--- config.mk ---
export PLATFORM = sky130hd
export DESIGN_NAME = term_evt_pulse_gen
export DESIGN_NICKNAME = d
export VERILOG_FILES = /design/src/rtl/tepg_pkg.sv /design/src/rtl/tepg_trig_sel.sv /design/src/rtl/tepg_pulse_stretch.sv /design/src/rtl/tepg_jam_latch.sv /design/src/rtl/term_evt_pulse_gen.sv
export SDC_FILE = /design/constraint.sdc
export NUM_CORES = 1
export LEC_CHECK = 0
export ABC_AREA = 0
export BUFFER_PORTS_ARGS = -buffer_cell sky130_fd_sc_hd__buf_2
export CORE_MARGIN = 4
export CORE_UTILIZATION = 32
export DETAILED_ROUTE_END_ITERATION = 10
export GPL_ROUTABILITY_DRIVEN = 0
export PLACE_DENSITY_LB_ADDON = 0.1
export SYNTH_ARGS = -nofsm -noshare
export SYNTH_HDL_FRONTEND = slang
export SYNTH_SLANG_ARGS = --single-unit
--- constraint.sdc ---
create_clock -name clk_i -period 1.4 [get_ports clk_i]
set_input_delay 0.07 -clock clk_i [delete_from_list [all_inputs] [get_ports clk_i]]
set_output_delay 0.07 -clock clk_i [all_outputs]
set_load 0.02 [all_outputs]
--- src/rtl/tepg_pkg.sv ---
package tepg_pkg;
  typedef enum logic {
    MODE_TERM = 1'b0,
    MODE_CTRL = 1'b1
  } op_mode_e;

  localparam int unsigned NUM_PULSE = 2;
  localparam int unsigned IDX_SHORT = 0;
  localparam int unsigned IDX_RST   = 1;
endpackage

--- src/rtl/tepg_trig_sel.sv ---
module tepg_trig_sel
  import tepg_pkg::*;
#(
  parameter int unsigned CODE_W     = 4,
  parameter int unsigned MATCH_CODE = 14
) (
  input  op_mode_e          mode_i,
  input  logic              kill_i,
  input  logic              trig_sel_i,
  input  logic              tag_dis_i,
  input  logic              tbl_access_i,
  input  logic [CODE_W-1:0] tbl_code_i,
  input  logic              bcast_cmd_i,
  input  logic              rst_cmd_i,
  output logic              short_trig_o,
  output logic              rst_trig_o
);
  logic term_ok;
  logic code_hit;
  logic src_hit;

  assign term_ok  = (mode_i == MODE_TERM) && !kill_i;
  assign code_hit = tbl_access_i && (tbl_code_i == CODE_W'(MATCH_CODE));
  assign src_hit  = trig_sel_i ? bcast_cmd_i : code_hit;

  assign short_trig_o = term_ok && !tag_dis_i && src_hit;
  assign rst_trig_o   = term_ok && rst_cmd_i;
endmodule

--- src/rtl/tepg_pulse_stretch.sv ---
module tepg_pulse_stretch #(
  parameter int unsigned WIDTH = 5
) (
  input  logic clk_i,
  input  logic rst_ni,
  input  logic kill_i,
  input  logic trig_i,
  output logic active_o
);
  localparam int unsigned CW = $clog2(WIDTH + 1);

  logic [CW-1:0] cnt_q;

  always_ff @(posedge clk_i or negedge rst_ni) begin
    if (!rst_ni) begin
      cnt_q <= '0;
    end else if (kill_i) begin
      cnt_q <= '0;
    end else if (trig_i) begin
      cnt_q <= CW'(WIDTH);  // retrigger restarts
    end else if (cnt_q != '0) begin
      cnt_q <= cnt_q - CW'(1);
    end
  end

  assign active_o = (cnt_q != '0);
endmodule

--- src/rtl/tepg_jam_latch.sv ---
module tepg_jam_latch
  import tepg_pkg::*;
(
  input  logic     clk_i,
  input  logic     rst_ni,
  input  logic     kill_i,
  input  op_mode_e mode_i,
  input  logic     jam_i,
  input  logic     clr_i,
  output logic     jam_o
);
  logic jam_q;

  always_ff @(posedge clk_i or negedge rst_ni) begin
    if (!rst_ni) begin
      jam_q <= 1'b0;
    end else if (kill_i || clr_i) begin
      jam_q <= 1'b0;  // clear beats same-cycle jam
    end else if (jam_i && (mode_i == MODE_CTRL)) begin
      jam_q <= 1'b1;
    end
  end

  assign jam_o = jam_q;
endmodule

--- src/rtl/term_evt_pulse_gen.sv ---
module term_evt_pulse_gen
  import tepg_pkg::*;
#(
  parameter int unsigned SHORT_W    = 5,
  parameter int unsigned RST_W      = 20,
  parameter int unsigned CODE_W     = 4,
  parameter int unsigned MATCH_CODE = 14
) (
  input  logic              clk_i,
  input  logic              rst_ni,
  input  logic              srst_i,
  input  logic              ctrl_mode_i,
  input  logic              trig_sel_i,
  input  logic              tag_dis_i,
  input  logic              tbl_access_i,
  input  logic [CODE_W-1:0] tbl_code_i,
  input  logic              bcast_cmd_i,
  input  logic              rst_cmd_i,
  input  logic              bus_jam_i,
  input  logic              cpu_clr_i,
  output logic              pulse_jam_o,
  output logic              rst_pulse_o,
  output logic              halt_o
);
  op_mode_e mode_q;
  op_mode_e mode_d;
  logic     kill;
  logic     short_trig;
  logic     rst_trig;
  logic     jam;
  logic [NUM_PULSE-1:0] trig_vec;
  logic [NUM_PULSE-1:0] act_vec;

  assign mode_d = ctrl_mode_i ? MODE_CTRL : MODE_TERM;
  assign kill   = srst_i || (mode_d != mode_q);

  always_ff @(posedge clk_i or negedge rst_ni) begin
    if (!rst_ni) mode_q <= MODE_TERM;
    else         mode_q <= mode_d;
  end

  tepg_trig_sel #(
    .CODE_W    (CODE_W),
    .MATCH_CODE(MATCH_CODE)
  ) u_trig_sel (
    .mode_i      (mode_q),
    .kill_i      (kill),
    .trig_sel_i  (trig_sel_i),
    .tag_dis_i   (tag_dis_i),
    .tbl_access_i(tbl_access_i),
    .tbl_code_i  (tbl_code_i),
    .bcast_cmd_i (bcast_cmd_i),
    .rst_cmd_i   (rst_cmd_i),
    .short_trig_o(short_trig),
    .rst_trig_o  (rst_trig)
  );

  assign trig_vec[IDX_SHORT] = short_trig;
  assign trig_vec[IDX_RST]   = rst_trig;

  for (genvar i = 0; i < NUM_PULSE; i++) begin : g_pulse
    tepg_pulse_stretch #(
      .WIDTH((i == IDX_SHORT) ? SHORT_W : RST_W)
    ) u_stretch (
      .clk_i   (clk_i),
      .rst_ni  (rst_ni),
      .kill_i  (kill),
      .trig_i  (trig_vec[i]),
      .active_o(act_vec[i])
    );
  end

  tepg_jam_latch u_jam (
    .clk_i (clk_i),
    .rst_ni(rst_ni),
    .kill_i(kill),
    .mode_i(mode_q),
    .jam_i (bus_jam_i),
    .clr_i (cpu_clr_i),
    .jam_o (jam)
  );

  assign pulse_jam_o = (mode_q == MODE_CTRL) ? jam : act_vec[IDX_SHORT];
  assign rst_pulse_o = act_vec[IDX_RST];
  assign halt_o      = jam;
endmodule

==> out/results.ini <==
[worst_setup_path]
rr_worst_depth=6
timing_worst_setup_path_type=reg -> out
crit_path_end_kind=output port
critPathRequiredTime_ps=1330
crit_arrival_ps=1510
reg2reg_slack_ps=-150
r2r_end=g_pulse[1].u_stretch.cnt_q[0]
start_kind=flop
reg2reg_from=g_pulse[1].u_stretch.cnt_q[1]
crit_fanout=2

[logic_synthesis]
syn_nets=74
netlist_instances=56
synth_edf_count=0
postSynthAreaPerCell_um2=10.2
synth_cell_types=26
synthFlopType=dfrtp_1
syn_area_um2=569
synth-async-reset-ratio_pct=100
yosys_warnings=0
yosysSeqAreaShare_pct=44.0
ys_ff_latch=10

[run_status]
status=finished, violations left
violations=setup timing

[layout]
layout_common_cells=buf_2, buf_4, dfrtp_1
stdcell_count=121
design_area_um2=981
utilization_pct=61.5
finalNetCount=117
area_growth_syn_to_layout_pct=72.3
drive_gt1_share_pct=59.8
diodes=0

[pwr]
p_int_uw=554
p_clk_share_pct=24.2
vdd_drop_max_mv=0.590
power_density_nw_per_um2=784
power_frac_seq_pct=40.0
p_leak_uw=0.000465
p_switching_uw=215
combPwrFrac_pct=35.7
switching_share_pct=27.9

[die]
fp-row-count=14
start_util_pct=35.7
die_w_um=50.2
io_pins=18
core-area_um2=1590
dieArea_um2=2520
chipHeight_um=50.2

[timing]
finalClockSkew_ps=2.71
tightest_slew_ps=273
fmax_ghz=0.632
hold_viol_final=0
whs_ps=132
min_period_ps=1580
timing.final.ws_setup_ps=-183
slew_violations=0
setup_violations=7
finalCritPeriodShare_pct=113
slew_headroom_pct=81.6
rsz0062_at_grt=yes

[min_path]
hold_class=in -> reg
holdCritStartpoint=bcast_cmd_i
whs_path_depth=4
whs_endpoint=g_pulse[0].u_stretch.cnt_q[1]

[global_routing]
grt_max_degree=11
grt_usage_pct=13.5
grt.busiest_layer=met2
antenna_found_initial=0
grt_pass1_vias=606
grt_util_met3_pct=3.25
grt_pass1_wl_um=2530
gr-total-overflow=0
use_met2_pct=22.8
grt.met1_usage_pct=15.3

[drt]
drc_errors=0
vias=567
routed_wl_um=1570
final_antenna_net_count=0
vias_per_cell=4.69
drt-initial-drc-count=5
avgRoutedWirePerCell_um=13.0
firstDrtPassIters=4

[run]
drv_cap=0

[clock_tree]
clockBufferDepth=2
clock_latency_ps=260
cts_tree=yes
cts_made_buffers=3
cts.sinks=10
clock-root-buffer=clkbuf_4
cts_max_level=1
clk_pin_slew_ps=60

[place]
port_buffers=17
dpl-instance-area_um2=748
placed_cells=104

## power groups by stage
stage          clock network, µW  logic [µW]  registers [µW]
2_1_floorplan                  0         110             314
3_3_place_gp                   0         170             312
3_5_place_dp                   0         168             312
4_1_cts                      194         236             307
5_1_grt                      210         297             309
6_report                     186         275             308
## cells in the mapped netlist, drive strengths merged, types with 3 or more instances
library cell	count	area, µm²
nor2	5	18.8
inv	5	18.8
ha	3	37.5
dfrtp	10	250
xnor2	3	26.3
a21oi	3	15.0
## flip-flops by register name, summed over array words and instances, names as in the netlist
| name | flops |
|---|---|
| g_pulse.u_stretch.cnt_q | 8 |
| u_jam.jam_o | 1 |
| mode_q | 1 |
## per-layer routing
layer / routed length, µm / share of wire [%]
met1: 682 / 43
met2: 787 / 50
met3: 86 / 5.5
met4: 12 / 0.76
met5: 0 / 0
## critical path: stages, from the launching register on
cell and delay [ps]:
dfrtp_1 380, inv_1 60, ha_2 170, or4b_4 490, buf_6 150
## what timing repair did
item | 4_1_cts | 5_1_grt
gates resized for setup | 16 | 9
pin swaps | 4 | 4
hold endpoints to repair | 12 | 0
setup endpoints to repair | 6 | 10
hold buffers | 3 | 0
cloned | 0 | 0
buffers inserted | 9 | 3
## stage by stage
| step | total power, µW | worst slack, ps | setup TNS, ps |
|---|---|---|---|
| finish | 769 | -183 | -908 |
| detailed placement | 480 | -125 | -424 |
| floorplan | 424 | -110 | -389 |
| global route | 815 | -231 | -1290 |
| CTS | 737 | -167 | -819 |
| global placement | 481 | -118 | -381 |
## worst max-delay path by stage
stage	endpoint	startpoint	slack, ps	cells after the start
after detailed placement	g_pulse[1].u_stretch.cnt_q[0]	g_pulse[1].u_stretch.cnt_q[1]	-130	5
after floorplan	g_pulse[1].u_stretch.cnt_q[0]	g_pulse[1].u_stretch.cnt_q[0]	-110	6
final	rst_pulse_o	g_pulse[1].u_stretch.cnt_q[1]	-180	4
after global placement	g_pulse[1].u_stretch.cnt_q[0]	g_pulse[1].u_stretch.cnt_q[0]	-120	5
after CTS	rst_pulse_o	g_pulse[1].u_stretch.cnt_q[0]	-170	4
after global routing	rst_pulse_o	g_pulse[1].u_stretch.cnt_q[0]	-230	4
## cell type report
| type | instances | area (µm²) |
|---|---|---|
| repair buffers | 39 | 285 |
| well taps | 24 | 30.0 |
| fillers | 134 | 613 |
| flip-flops and latches | 10 | 250 |
| inverters | 5 | 18.8 |
| multi-input cells | 40 | 374 |
| clock buffers | 3 | 22.5 |
## cell families after synthesis
| kind of cell | synth area share, % |
|---|---|
| flip-flops | 44.0 |
| AND/OR/NAND/NOR | 22.2 |
| adder cells (fa/ha/maj) | 6.59 |
| AO/OA/AOI/OAI | 11.4 |
| XOR/XNOR | 6.15 |
| buffers and inverters | 3.96 |
| multiplexers | 5.71 |
(Power assumes the default switching activity.)
